--- config.mk ---
export PLATFORM = sky130hd
export DESIGN_NAME = aperture_xlate
export DESIGN_NICKNAME = d
export VERILOG_FILES = /design/src/rtl/ax_pkg.sv /design/src/rtl/ax_win_table.sv /design/src/rtl/ax_access_fsm.sv /design/src/rtl/ax_pool.sv /design/src/rtl/aperture_xlate.sv
export SDC_FILE = /design/constraint.sdc
export NUM_CORES = 1
export LEC_CHECK = 0
export ABC_CLOCK_PERIOD_IN_PS = 4300
export CAP_MARGIN = 20
export CORE_MARGIN = 4
export CORE_UTILIZATION = 39
export DETAILED_ROUTE_END_ITERATION = 16
export DONT_BUFFER_PORTS = 1
export GPL_ROUTABILITY_DRIVEN = 0
export GPL_TIMING_DRIVEN = 0
export SYNTH_ARGS = -nofsm -noshare
export SYNTH_HDL_FRONTEND = slang
export SYNTH_SLANG_ARGS = --single-unit
--- constraint.sdc ---
create_clock -name clk -period 4.3 [get_ports clk]
set_input_delay 0.86 -clock clk [delete_from_list [all_inputs] [get_ports clk]]
set_output_delay 0.86 -clock clk [all_outputs]
set_load 0.03 [all_outputs]
--- src/rtl/ax_pkg.sv ---
package ax_pkg;
    typedef enum logic [1:0] {
        ACC_IDLE,
        ACC_CHECK,
        ACC_REBASE,
        ACC_ISSUE
    } acc_state_e;

    typedef enum logic [2:0] {
        ALC_IDLE,
        ALC_TRY,
        ALC_WAIT,
        ALC_GRANT,
        ALC_FAIL
    } alc_state_e;
endpackage

--- src/rtl/ax_win_table.sv ---
module ax_win_table #(
    parameter int ADDR_W    = 32,
    parameter int NUM_WIN   = 16,
    parameter int WIN_BYTES = 4096
) (
    input  logic                          clk,
    input  logic                          rst_n,
    input  logic                          inval_i,
    input  logic [$clog2(NUM_WIN)-1:0]    rd_idx_i,
    input  logic [ADDR_W-1:0]             tgt_i,
    output logic                          valid_o,
    output logic                          hit_o,
    output logic [ADDR_W-1:0]             bb_o,
    output logic [$clog2(WIN_BYTES)-1:0]  off_o,
    input  logic                          wr_en_i,
    input  logic [$clog2(NUM_WIN)-1:0]    wr_idx_i,
    input  logic [ADDR_W-1:0]             wr_dw_i
);
    localparam int IDX_W = $clog2(NUM_WIN);
    localparam int OFF_W = $clog2(WIN_BYTES);
    localparam logic [ADDR_W-1:0] INVALID = '1;

    logic [ADDR_W-1:0] base_q [NUM_WIN];
    logic [ADDR_W-1:0] sel;
    logic [ADDR_W-1:0] diff;

    // Base registers; invalidate wins over a same-cycle write
    always_ff @(posedge clk or negedge rst_n) begin
        if (!rst_n) begin
            for (int i = 0; i < NUM_WIN; i++) base_q[i] <= INVALID;
        end else if (inval_i) begin
            for (int i = 0; i < NUM_WIN; i++) base_q[i] <= INVALID;
        end else if (wr_en_i) begin
            for (int i = 0; i < NUM_WIN; i++)
                if (wr_idx_i == IDX_W'(i)) base_q[i] <= wr_dw_i;
        end
    end

    // Lookup: dword base -> byte base, range test
    always_comb begin
        sel     = base_q[rd_idx_i];
        valid_o = (sel != INVALID);
        bb_o    = {sel[ADDR_W-3:0], 2'b00};
        diff    = tgt_i - bb_o;
        hit_o   = valid_o && (tgt_i >= bb_o) && (diff < ADDR_W'(WIN_BYTES));
        off_o   = diff[OFF_W-1:0];
    end
endmodule

--- src/rtl/ax_access_fsm.sv ---
module ax_access_fsm
    import ax_pkg::*;
#(
    parameter int              ADDR_W      = 32,
    parameter int              NUM_WIN     = 16,
    parameter int              WIN_BYTES   = 4096,
    parameter logic [ADDR_W-1:0] REGION_BASE = '0
) (
    input  logic                          clk,
    input  logic                          rst_n,
    input  logic                          req_i,
    input  logic                          setwin_i,
    input  logic [$clog2(NUM_WIN)-1:0]    win_i,
    input  logic [ADDR_W-1:0]             addr_i,
    input  logic                          we_i,
    input  logic [31:0]                   wdata_i,
    output logic [$clog2(NUM_WIN)-1:0]    lk_idx_o,
    output logic [ADDR_W-1:0]             lk_tgt_o,
    input  logic                          valid_i,
    input  logic                          hit_i,
    input  logic [ADDR_W-1:0]             bb_i,
    input  logic [$clog2(WIN_BYTES)-1:0]  off_i,
    output logic                          wr_en_o,
    output logic [$clog2(NUM_WIN)-1:0]    wr_idx_o,
    output logic [ADDR_W-1:0]             wr_dw_o,
    output logic                          busy_o,
    output logic                          done_o,
    output logic                          bus_valid_o,
    output logic                          bus_we_o,
    output logic [ADDR_W-1:0]             bus_addr_o,
    output logic [31:0]                   bus_wdata_o
);
    localparam int IDX_W = $clog2(NUM_WIN);
    localparam int OFF_W = $clog2(WIN_BYTES);

    acc_state_e         state_q, state_d;
    logic [IDX_W-1:0]   win_q;
    logic [ADDR_W-1:0]  addr_q;
    logic               we_q;
    logic               set_q;
    logic [31:0]        wdata_q;
    logic [OFF_W-1:0]   off_q;
    logic               need_rb;

    assign lk_idx_o = win_q;
    assign lk_tgt_o = addr_q;
    assign need_rb  = set_q ? !(valid_i && (addr_q == bb_i)) : !hit_i;

    // State register
    always_ff @(posedge clk or negedge rst_n) begin
        if (!rst_n) state_q <= ACC_IDLE;
        else        state_q <= state_d;
    end

    // Request and offset registers
    always_ff @(posedge clk or negedge rst_n) begin
        if (!rst_n) begin
            win_q   <= '0;
            addr_q  <= '0;
            we_q    <= 1'b0;
            set_q   <= 1'b0;
            wdata_q <= '0;
            off_q   <= '0;
        end else begin
            if (state_q == ACC_IDLE && req_i) begin
                win_q   <= win_i;
                addr_q  <= addr_i;
                we_q    <= we_i;
                set_q   <= setwin_i;
                wdata_q <= wdata_i;
            end
            if (state_q == ACC_CHECK) off_q <= need_rb ? '0 : off_i;
        end
    end

    // Next state
    always_comb begin
        state_d = state_q;
        unique case (state_q)
            ACC_IDLE:   if (req_i) state_d = ACC_CHECK;
            ACC_CHECK:  state_d = need_rb ? ACC_REBASE : ACC_ISSUE;
            ACC_REBASE: state_d = ACC_ISSUE;
            ACC_ISSUE:  state_d = ACC_IDLE;
            default:    state_d = ACC_IDLE;
        endcase
    end

    // Outputs
    always_comb begin
        busy_o      = (state_q != ACC_IDLE);
        done_o      = (state_q == ACC_ISSUE);
        bus_valid_o = (state_q == ACC_ISSUE) && !set_q;
        bus_we_o    = we_q;
        bus_wdata_o = wdata_q;
        bus_addr_o  = REGION_BASE + ADDR_W'({win_q, off_q});
        wr_en_o     = (state_q == ACC_REBASE);
        wr_idx_o    = win_q;
        wr_dw_o     = {2'b00, addr_q[ADDR_W-1:2]};
    end
endmodule

--- src/rtl/ax_pool.sv ---
module ax_pool
    import ax_pkg::*;
#(
    parameter int NUM_WIN   = 16,
    parameter int NUM_RSVD  = 4,
    parameter int RETRY_MAX = 1000,
    parameter int TICK_CYC  = 4
) (
    input  logic                        clk,
    input  logic                        rst_n,
    input  logic                        rsv_req_i,
    input  logic [$clog2(NUM_WIN)-1:0]  rsv_idx_i,
    output logic                        rsv_ok_o,
    output logic                        rsv_rej_o,
    output logic [$clog2(NUM_WIN)-1:0]  rsv_win_o,
    input  logic                        alloc_req_i,
    output logic                        alloc_busy_o,
    output logic                        alloc_ok_o,
    output logic                        alloc_fail_o,
    output logic [$clog2(NUM_WIN)-1:0]  alloc_win_o,
    input  logic                        rel_i,
    input  logic [$clog2(NUM_WIN)-1:0]  rel_idx_i
);
    localparam int IDX_W = $clog2(NUM_WIN);
    localparam int TRY_W = $clog2(RETRY_MAX + 1);
    localparam int TK_W  = $clog2(TICK_CYC + 1);
    localparam logic [TRY_W-1:0] LAST_TRY = TRY_W'(RETRY_MAX - 1);
    localparam logic [TK_W-1:0]  LAST_TK  = TK_W'(TICK_CYC - 1);

    alc_state_e         state_q, state_d;
    logic [NUM_WIN-1:0] free_q, free_d;
    logic [IDX_W-1:0]   pick, win_q;
    logic [TRY_W-1:0]   tries_q;
    logic [TK_W-1:0]    tick_q;
    logic               any_free, take;
    logic               rsv_ok_q, rsv_rej_q;
    logic [IDX_W-1:0]   rsv_win_q;

    assign any_free = |free_q;
    assign take     = (state_q == ALC_TRY) && any_free;

    // Lowest free index
    always_comb begin
        pick = '0;
        for (int i = NUM_WIN - 1; i >= 0; i--)
            if (free_q[i]) pick = IDX_W'(i);
    end

    // Free-set update: take and release may share a cycle
    always_comb begin
        free_d = free_q;
        if (take) free_d[pick] = 1'b0;
        if (rel_i && (int'(rel_idx_i) >= NUM_RSVD)) free_d[rel_idx_i] = 1'b1;
    end

    // State register
    always_ff @(posedge clk or negedge rst_n) begin
        if (!rst_n) state_q <= ALC_IDLE;
        else        state_q <= state_d;
    end

    // Data registers
    always_ff @(posedge clk or negedge rst_n) begin
        if (!rst_n) begin
            for (int i = 0; i < NUM_WIN; i++) free_q[i] <= (i >= NUM_RSVD);
            win_q     <= '0;
            tries_q   <= '0;
            tick_q    <= '0;
            rsv_ok_q  <= 1'b0;
            rsv_rej_q <= 1'b0;
            rsv_win_q <= '0;
        end else begin
            free_q <= free_d;
            if (take) win_q <= pick;
            if (state_q == ALC_IDLE)                   tries_q <= '0;
            else if (state_q == ALC_TRY && !any_free)  tries_q <= tries_q + 1'b1;
            if (state_q == ALC_WAIT && tick_q != LAST_TK) tick_q <= tick_q + 1'b1;
            else                                          tick_q <= '0;
            rsv_ok_q  <= rsv_req_i && (int'(rsv_idx_i) < NUM_RSVD);
            rsv_rej_q <= rsv_req_i && (int'(rsv_idx_i) >= NUM_RSVD);
            if (rsv_req_i) rsv_win_q <= rsv_idx_i;
        end
    end

    // Next state
    always_comb begin
        state_d = state_q;
        unique case (state_q)
            ALC_IDLE:  if (alloc_req_i) state_d = ALC_TRY;
            ALC_TRY: begin
                if (any_free)                 state_d = ALC_GRANT;
                else if (tries_q == LAST_TRY) state_d = ALC_FAIL;
                else                          state_d = ALC_WAIT;
            end
            ALC_WAIT:  if (tick_q == LAST_TK) state_d = ALC_TRY;
            ALC_GRANT: state_d = ALC_IDLE;
            ALC_FAIL:  state_d = ALC_IDLE;
            default:   state_d = ALC_IDLE;
        endcase
    end

    // Outputs
    always_comb begin
        alloc_busy_o = (state_q != ALC_IDLE);
        alloc_ok_o   = (state_q == ALC_GRANT);
        alloc_fail_o = (state_q == ALC_FAIL);
        alloc_win_o  = win_q;
        rsv_ok_o     = rsv_ok_q;
        rsv_rej_o    = rsv_rej_q;
        rsv_win_o    = rsv_win_q;
    end
endmodule

--- src/rtl/aperture_xlate.sv ---
module aperture_xlate #(
    parameter int              ADDR_W      = 32,
    parameter int              NUM_WIN     = 16,
    parameter int              WIN_BYTES   = 4096,
    parameter int              NUM_RSVD    = 4,
    parameter int              RETRY_MAX   = 1000,
    parameter int              TICK_CYC    = 4,
    parameter logic [ADDR_W-1:0] REGION_BASE = 32'h0001_0000
) (
    input  logic                        clk,
    input  logic                        rst_n,
    input  logic                        inval_i,
    input  logic                        acc_req_i,
    input  logic                        acc_setwin_i,
    input  logic [$clog2(NUM_WIN)-1:0]  acc_win_i,
    input  logic [ADDR_W-1:0]           acc_addr_i,
    input  logic                        acc_we_i,
    input  logic [31:0]                 acc_wdata_i,
    output logic                        acc_busy_o,
    output logic                        acc_done_o,
    output logic                        bus_valid_o,
    output logic                        bus_we_o,
    output logic [ADDR_W-1:0]           bus_addr_o,
    output logic [31:0]                 bus_wdata_o,
    output logic                        cfg_wr_o,
    output logic [$clog2(NUM_WIN)-1:0]  cfg_idx_o,
    output logic [ADDR_W-1:0]           cfg_base_o,
    input  logic                        rsv_req_i,
    input  logic [$clog2(NUM_WIN)-1:0]  rsv_idx_i,
    output logic                        rsv_ok_o,
    output logic                        rsv_rej_o,
    output logic [$clog2(NUM_WIN)-1:0]  rsv_win_o,
    input  logic                        alloc_req_i,
    output logic                        alloc_busy_o,
    output logic                        alloc_ok_o,
    output logic                        alloc_fail_o,
    output logic [$clog2(NUM_WIN)-1:0]  alloc_win_o,
    input  logic                        rel_i,
    input  logic [$clog2(NUM_WIN)-1:0]  rel_idx_i
);
    localparam int IDX_W = $clog2(NUM_WIN);
    localparam int OFF_W = $clog2(WIN_BYTES);

    logic [IDX_W-1:0]  lk_idx;
    logic [ADDR_W-1:0] lk_tgt;
    logic              lk_valid, lk_hit;
    logic [ADDR_W-1:0] lk_bb;
    logic [OFF_W-1:0]  lk_off;

    ax_win_table #(
        .ADDR_W(ADDR_W), .NUM_WIN(NUM_WIN), .WIN_BYTES(WIN_BYTES)
    ) u_table (
        .clk(clk), .rst_n(rst_n), .inval_i(inval_i),
        .rd_idx_i(lk_idx), .tgt_i(lk_tgt),
        .valid_o(lk_valid), .hit_o(lk_hit), .bb_o(lk_bb), .off_o(lk_off),
        .wr_en_i(cfg_wr_o), .wr_idx_i(cfg_idx_o), .wr_dw_i(cfg_base_o)
    );

    ax_access_fsm #(
        .ADDR_W(ADDR_W), .NUM_WIN(NUM_WIN), .WIN_BYTES(WIN_BYTES),
        .REGION_BASE(REGION_BASE)
    ) u_access (
        .clk(clk), .rst_n(rst_n),
        .req_i(acc_req_i), .setwin_i(acc_setwin_i), .win_i(acc_win_i),
        .addr_i(acc_addr_i), .we_i(acc_we_i), .wdata_i(acc_wdata_i),
        .lk_idx_o(lk_idx), .lk_tgt_o(lk_tgt),
        .valid_i(lk_valid), .hit_i(lk_hit), .bb_i(lk_bb), .off_i(lk_off),
        .wr_en_o(cfg_wr_o), .wr_idx_o(cfg_idx_o), .wr_dw_o(cfg_base_o),
        .busy_o(acc_busy_o), .done_o(acc_done_o),
        .bus_valid_o(bus_valid_o), .bus_we_o(bus_we_o),
        .bus_addr_o(bus_addr_o), .bus_wdata_o(bus_wdata_o)
    );

    ax_pool #(
        .NUM_WIN(NUM_WIN), .NUM_RSVD(NUM_RSVD),
        .RETRY_MAX(RETRY_MAX), .TICK_CYC(TICK_CYC)
    ) u_pool (
        .clk(clk), .rst_n(rst_n),
        .rsv_req_i(rsv_req_i), .rsv_idx_i(rsv_idx_i),
        .rsv_ok_o(rsv_ok_o), .rsv_rej_o(rsv_rej_o), .rsv_win_o(rsv_win_o),
        .alloc_req_i(alloc_req_i), .alloc_busy_o(alloc_busy_o),
        .alloc_ok_o(alloc_ok_o), .alloc_fail_o(alloc_fail_o),
        .alloc_win_o(alloc_win_o),
        .rel_i(rel_i), .rel_idx_i(rel_idx_i)
    );
endmodule

==> results of run 1 <==
==> through the flow <==
step	cells	power (mW)	util, %	TNS (ns)	hold WS, ns
after floorplan	2872	15.7	-	0	0.409
after global placement	3942	19.5	41.3	-34.62	0.425
after detailed placement	3942	19.8	41.3	-34.77	0.425
after CTS	4123	28.2	46.0	-7.59	0.0259
after global routing	4136	29.9	46.3	-9.44	0.0857
final	4136	28.8	46.3	-8.12	0.304
==> state kept, by name (all words and copies together) (netlist names), 3 cells and up <==
name	flops
u_table.base_q	496
u_access.lk_idx_o	4
u_pool.free_q	16
u_pool.tries_q	10
u_pool.tick_q	3
u_access.bus_wdata_o	32
u_pool.state_q	3
u_access.lk_tgt_o	32
u_pool.alloc_win_o	4
u_pool.rsv_win_o	4
u_access.off_q	12
==> power by group through the flow <==
| stage | combinational (mW) | sequential (mW) | clock (mW) |
|---|---|---|---|
| CTS | 13.1 | 8.59 | 6.52 |
| global placement | 10.9 | 8.61 | 0 |
| detailed placement | 11.1 | 8.64 | 0 |
| global route | 14.4 | 8.70 | 6.76 |
| finish | 13.8 | 8.59 | 6.44 |
| floorplan | 7.48 | 8.20 | 0 |
==> cell families (layout without fill, tap and decap cells) <==
| family | after synthesis | count (layout) |
|---|---|---|
| DFF | 622 | 622 |
| muxes | 207 | 207 |
| AOI/OAI and AO/OA | 545 | 545 |
| adders and majority gates | 39 | 39 |
| other | 2 | 19 |
| xor gates and xnor gates | 25 | 25 |
| buffers and inverters | 343 | 536 |
| and+or+nand+nor | 1073 | 1073 |
==> worst paths after layout <==
kind	end	start	slack, ns
min in group asynchronous	u_table.base_q[328]	rst_n	0.33
hold reg to reg	u_pool.tick_q[0]	u_pool.tick_q[0]	0.43
max in group asynchronous	u_access.lk_idx_o[0]	rst_n	1.69
setup / recovery	u_access.off_q[9]	u_access.lk_idx_o[0]	-0.66
hold / removal	u_pool.rsv_ok_o	rsv_idx_i[3]	0.30
setup reg to reg	u_access.off_q[9]	u_access.lk_idx_o[0]	-0.66
==> layout by cell type (no fill, tap or decap), types with 81 or more instances in the layout <==
cell	n
a211o_1	302
buf_4	81
clkbuf_1	192
dfrtp_1	112
dfstp_2	508
mux4_2	106
nand2_1	398
nand3b_1	182
nor2b_1	295
==> routing by layer <==
layer	share of wire [%]	vias to the layer above	global-route usage (%)
met2	46	1411	41.6
met4	4.5	4	10.8
met5	0.023	-	0
li1	-	10500	-
met3	9.9	292	6.79
met1	40	12900	34.2
==> layout make-up <==
type,count,area [um^2],area share [%]
buffer,298,1640,4.31
antenna,1,2.50,0.00656
sequential,622,16200,42.5
clock inverter,27,320,0.840
timing repair buffer,70,805,2.11
clock buffer,105,2140,5.62
inverter,36,135,0.354
tap,1070,1340,3.51
multi-input combinational,1907,15600,40.8
==> repair_timing <==
| item | CTS | global route |
|---|---|---|
| pin swaps | 36 | 12 |
| buffers inserted | 49 | 14 |
| resized for setup | 158 | 39 |
| hold buffers | 1 | 0 |
| endpoints found under the hold margin | 87 | 0 |
| setup endpoints to repair | 43 | 129 |
| cloned | 6 | 0 |
==> summary.md, run 1 <==
| Metric | Value |
|---|---|
| Synth top area cells | dfstp_2 (41%), dfrtp_1 (8.8%), a211o_1 (8.1%) |
| Die Ht | 297 um |
| Adder-cell share of the synthesized area | 1.53% |
| Synth Area in Simple Gates | 17.8% |
| Crit end category | flip-flop |
| Initial antenna violation count | 4 |
| Crit share post-route | 115% |
| Final HPWL DP | 80,700 um |
| Max FO, Critical Path | 8 |
| P_leak | 14.1 nW |
| WP buf/inv | 5 |
| DRT Wirelength | 117,000 um |
| Yosys top cell by area | dfstp_2 |
| Setup WS pre-CTS | -2.58 ns |
| Mux cell area share after synthesis | 11.8% |
| Clock network power share | 22.3% |
| Syn_area_per_cell | 11.4 um^2 |
| Layout Nets | 3,132 |
| Worst-path clk slew | 0.06 ns |
| Proportion of layout cells with a drive suffix above 1 | 34.6% |
| Comb pwr share | 47.9% |
| Initial core utilization | 39.4% |
| Root buf cell | clkbuf_16 |
| Count of cell types in the netlist | 72 |
| Synth top cells by count | dfstp_2 (508), nand2_1 (401), a211o_1 (302), nor2b_1 (295), clkbuf_1 (200) |
| Post-synthesis xor/xnor area fraction | 0.674% |
| Clk_skew | 0.0276 ns |
| Total net switching power | 12.5 mW |
| Critical Path AT | 5.51 ns |
| Most frequent cell on the critical path | buf_12 |
| WL/cell | 28.3 um |
| Post-route antenna net violation count | 0 |
| Max Freq | 0.202 GHz |
| Largest net degree at the start of global routing | 537 |
| Part of the power in registers | 29.8% |
| Crit start category | flip-flop |
| PD cells | 756 nW/um^2 |
| Delay-heaviest family, CP | compound AO/OA/AOI/OAI gates |
| Clock sinks | 622 |
| Combinational family with the most area after synthesis | simple AND/OR/NAND/NOR gates |
| CP max stage cell | dfrtp_2 |
| Synth top area share | 41.1% |
| Drt first pass iters | 6 |
| Syn. warnings | 0 |
| Die footprint | 88,000 um^2 |
| Area after DPL | 34,000 um^2 |
| Port bufs | 0 |
| Seq/Total Area, Yosys | 49.9% |
| Main synth FF type | dfstp_2 |
| Vias in the first global route | 25,500 |
| DIE WIDTH | 297 um |
| Setup Crit Path Kind | flip-flop to flip-flop |
| Switch share | 43.5% |
| Crit path time final | 4.96 ns |
| Final Hold Vio Count | 0 |
| Status | finished, violations left |
| Endpoints failing setup | 13 |
| 1st-iter DRT viols | 2,546 |
| First-pass GRT wire length | 170,000 um |
| FF+latch count, synth | 622 |
| Layout fillers | 7,383 |
| Post-synthesis async set-or-reset flop share | 100% |
| R2R cell count | 18 |
| GRT overflow | 0 |
| Area of the core | 82,400 um^2 |
| CTS tree | built |
| Failing checks | slew limit, setup timing |
| Num CTS Buffers | 73 |
| Worst Hold Class | input pin to flip-flop |
| Maximum VDD drop | 0.430 mV |
| Area Growth Syn to Fin | 17.4% |
| Final Slew Violations | 392 |
| Syn Std Cell Area | 32,500 um^2 |
| Clock tree buffer depth | 3 |
| H-Tree Depth | 3 |
| Worst path max stage delay | 0.50 ns |
| Post-synth EDFFs | 0 |
| Gate Count Post-Synth | 2,856 |
| Compound-cell area share of the yosys netlist | 13.5% |
| Gr usage total | 26.2% |
| Hold Crit Depth | 1 |
| Via density | 6.08 |
| Std cell rows | 105 |
| Fin worst setup slack | -0.659 ns |
| CP Data Required Time | 4.85 ns |
| Levels on crit path | 18 |
| Most common cell in the netlist | dfstp_2 |
| Drt drc | 0 |
| Slew HR | -113% |
| Crit path cell chain | buf_12, buf_8, buf_12, buf_12, mux4_2, a22o_1, a221oi_4, ha_2, o211ai_1, nor3_2, nor2_2, o211ai_1, a31oi_2, or3b_4, a2111oi_4, and4_4, buf_6, a21o_1 |
| Final Cell Area | 38,100 um^2 |
| MaxCap Viol Count | 0 |
| Num ports | 203 |
| Internal power | 16.3 mW |
| Clock insertion delay at the later pin of the skew report | 0.63 ns |
| Vias | 25,200 |
| Slew @ Worst Pin | 3.19 ns |
| Unrepaired setup endpoints after global routing | true |
(Power assumes the default switching activity.)
==> run 2: changes to the inputs <==
- ABC_AREA: default -> 1
- CORE_UTILIZATION: 39 -> 46
- HOLD_SLACK_MARGIN: default -> 0.05
==> run 2 against run 1 <==
Effect of this change:
- the run ends with slew limit left
- clock power decreased by 7.1%
- register-to-register slack better by 0.70 ns
- routed wire length decreased by 1.7%
- clock skew down 0.010 ns
- sequential share of layout area grew 3.8 points
- sequential cell count is the same
- die area is 20% lower
- combinational power grew 17%
- critical path depth grew 8
- largest cell class unchanged
==> summary.md, run 2 <==
| Metric | Value |
|---|---|
| First-pass GRT wire length | 167,000 um (-1.8%) |
| Unrepaired setup endpoints after global routing | true |
| Yosys top cell by area | dfstp_2 |
| Final Slew Violations | 243 (-38%) |
| DIE WIDTH | 265 um (-11%) |
| Maximum VDD drop | 0.442 mV (+2.8%) |
| Status | finished, violations left |
| WL/cell | 24.5 um (-14%) |
| Setup_tns | 0 ns (+8.12 ns) |
| Critical Path AT | 4.80 ns (-0.71 ns) |
| Final HPWL DP | 79,500 um (-1.4%) |
| Layout Nets | 3,922 (+25%) |
| Drt first pass iters | 6 (unchanged) |
| Final Hold Vio Count | 0 (unchanged) |
| Worst-path clk slew | 0.06 ns (about the same) |
| Crit path time final | 4.26 ns (-0.698 ns) |
| Fin worst setup slack | 0.0395 ns (+0.698 ns) |
| Post-synth EDFFs | 0 (unchanged) |
| MaxCap Viol Count | 0 (unchanged) |
| Main synth FF type | dfstp_2 |
| Post-route antenna net violation count | 0 (unchanged) |
| CTS tree | built |
| Max Freq | 0.235 GHz (+16%) |
| Clock sinks | 622 (unchanged) |
| Slew @ Worst Pin | 2.08 ns (-1.11 ns) |
| Die Ht | 265 um (-11%) |
| PD cells | 919 nW/um^2 (+22%) |
| Clock insertion delay at the later pin of the skew report | 0.63 ns (about the same) |
| Initial core utilization | 46.8% (+7.4 points) |
| Synth top cells by count | nand2_1 (796), dfstp_2 (508), inv_1 (482), nor2_1 (474), o21ai_0 (428) |
| Crit share post-route | 99.1% (-16 points) |
| Failing checks | slew limit |
| Seq/Total Area, Yosys | 53.4% (+3.5 points) |
| Most common cell in the netlist | nand2_1 |
| P_leak | 16.3 nW (+15%) |
| Drt drc | 0 (unchanged) |
| Biggest register | u_table.base_q |
| Most frequent cells in the layout | nand2_1 (769), dfstp_2 (508), inv_1 (480) |
| Clock tree buffer depth | 3 (unchanged) |
| Proportion of layout cells with a drive suffix above 1 | 25.0% (-9.7 points) |
| Num ports | 203 (unchanged) |
| RR Endpoint | u_access.off_q[2] |
| Crit start category | flip-flop |
| Commonest non-fill, non-tap cell in the layout | nand2_1 |
| N_diodes | 0 (-1) |
| DRT Wirelength | 115,000 um (-1.7%) |
| Clk_skew | 0.0172 ns (-0.0104 ns) |
| Area after DPL | 31,500 um^2 (-7.4%) |
| Std cell rows | 93 (-11%) |
| Reg-to-reg slack, setup | 0.04 ns (+0.70 ns) |
| Synth top area share | 44.0% (+2.9 points) |
| Num CTS Buffers | 70 (-4.1%) |
| Worst reg2reg startpoint | u_access.lk_idx_o[0] |
| Syn_area_per_cell | 8.24 um^2 (-28%) |
| Slew HR | -39.0% (+74 points) |
| CP Data Required Time | 4.84 ns (about the same) |
| Port bufs | 0 (unchanged) |
| Endpoints failing setup | 0 (-13) |
| GRT overflow | 0 (unchanged) |
| Synth top area cells | dfstp_2 (44%), nand2_1 (9.9%), dfrtp_1 (9.4%) |
| FF+latch count, synth | 622 (unchanged) |
| Syn Std Cell Area | 30,300 um^2 (-6.6%) |
| Area Growth Syn to Fin | 15.6% |
| Gate Count Post-Synth | 3,679 (+29%) |
| DP Cell Count | 4,551 (+15%) |
| Max FFs per register | 496 (unchanged) |
| Via density | 5.71 (-6.2%) |
| Post-synthesis async set-or-reset flop share | 100% (unchanged) |
| Syn. warnings | 0 (unchanged) |
| Die footprint | 70,100 um^2 (-20%) |
| Max FO, Critical Path | 10 (+2) |
| Final Cell Area | 35,100 um^2 (-8.1%) |
| Final Non-Filler Cells | 4,707 (+14%) |
| Vias | 26,900 (+6.8%) |
| WHS | 0.150 ns (-0.154 ns) |
| Root buf cell | clkbuf_16 |
| Overall Power | 32.2 mW (+12%) |
| Setup Crit Path Kind | flip-flop to flip-flop |
| 1st-iter DRT viols | 3,309 (+30%) |
| R2R cell count | 26 (+8) |
| Count of cell types in the netlist | 36 (-50%) |
| Initial antenna violation count | 1 (-3) |
| Post-layout util | 54.1% (+7.8 points) |
| Gr usage total | 31.6% (+5.5 points) |
| Crit end category | flip-flop |
| Vias in the first global route | 25,300 (-0.75%) |
| Area of the core | 64,800 um^2 (-21%) |
| H-Tree Depth | 3 (unchanged) |
| Largest net degree at the start of global routing | 510 (-5.0%) |
| Worst Hold Class | input pin to async pin |
| Setup WS pre-CTS | -1.32 ns (+1.25 ns) |
[run 2: what timing repair did]
item | 4_1_cts | 5_1_grt
hold endpoints to repair | 114 | 0
buffers inserted | 8 | 19
endpoints found under the setup margin | 58 | 13
hold buffers | 1 | 0
gates resized for setup | 202 | 173
cloned | 0 | 2
pin swaps | 10 | 24
[run 2: area by class of cell]
cell class / instances / area (um^2)
clock inverters: 27 / 249
well taps: 855 / 1070
clock buffers: 99 / 2000
plain buffers: 225 / 1350
multi-input cells: 2357 / 12000
flip-flops and latches: 622 / 16200
inverters: 490 / 1860
fillers: 6038 / 29800
repair buffers: 32 / 323
[run 2: cell families (layout without fill, tap and decap cells)]
family,Yosys count,count (layout),share of synthesized area (%)
mux,62,62,2.30
fa+ha+maj,39,39,1.63
other cells,2,18,0.0248
xor+xnor,9,9,0.260
buf+inv,716,873,9.30
simple gates,1368,1368,17.5
compound gates,861,861,15.6
flops,622,622,53.4
[run 2: report_power, final]
part	switching (mW)	internal, mW
sequential	1.85	8.31
combinational	10.7	5.33
clock	2.58	3.40
total	15.2	17.0
[run 2: worst max-delay path: stages, from the launching register on]
cell	delay, ns
dfrtp_4	0.61
inv_4	0.11
nor2_4	0.04
buf_4	0.16
inv_6	0.13
buf_12	0.19
o22ai_1	0.08
o21ai_0	0.35
nand2_1	0.11
nor2_2	0.24
ha_1	0.35
nand2_1	0.23
inv_1	0.08
nand2_1	0.09
nand2_1	0.07
nand2_1	0.07
nand3_1	0.07
a21oi_1	0.20
nand3b_1	0.10
nand2_1	0.10
nand3_1	0.07
nor2_1	0.13
nand3_2	0.12
nand2_2	0.11
nand2_4	0.08
buf_6	0.15
o22ai_1	0.11
[run 2: how the worst max path moves through the flow]
stage | from | end | slack [ns] | cells past startpoint
after detailed placement | u_access.lk_idx_o[0] | u_access.off_q[0] | -1.32 | 27
after CTS | u_access.lk_idx_o[0] | u_access.off_q[0] | 0.0008 | 27
final | u_access.lk_idx_o[0] | u_access.off_q[2] | 0.04 | 26
after floorplan | u_access.lk_idx_o[1] | u_access.off_q[0] | 0.72 | 30
after global routing | u_access.lk_idx_o[3] | u_access.off_q[6] | -0.09 | 25
after global placement | u_access.lk_idx_o[2] | u_access.off_q[0] | -1.30 | 23
[run 2: per-layer routing]
| layer | up-vias | part of all wire (%) | track usage (%) |
|---|---|---|---|
| met2 | 1391 | 43 | 46.4 |
| li1 | 12000 | - | - |
| met4 | 2 | 5.1 | 14.2 |
| met1 | 13200 | 42 | 45.5 |
| met5 | - | 0.010 | 0 |
| met3 | 264 | 9.8 | 6.38 |
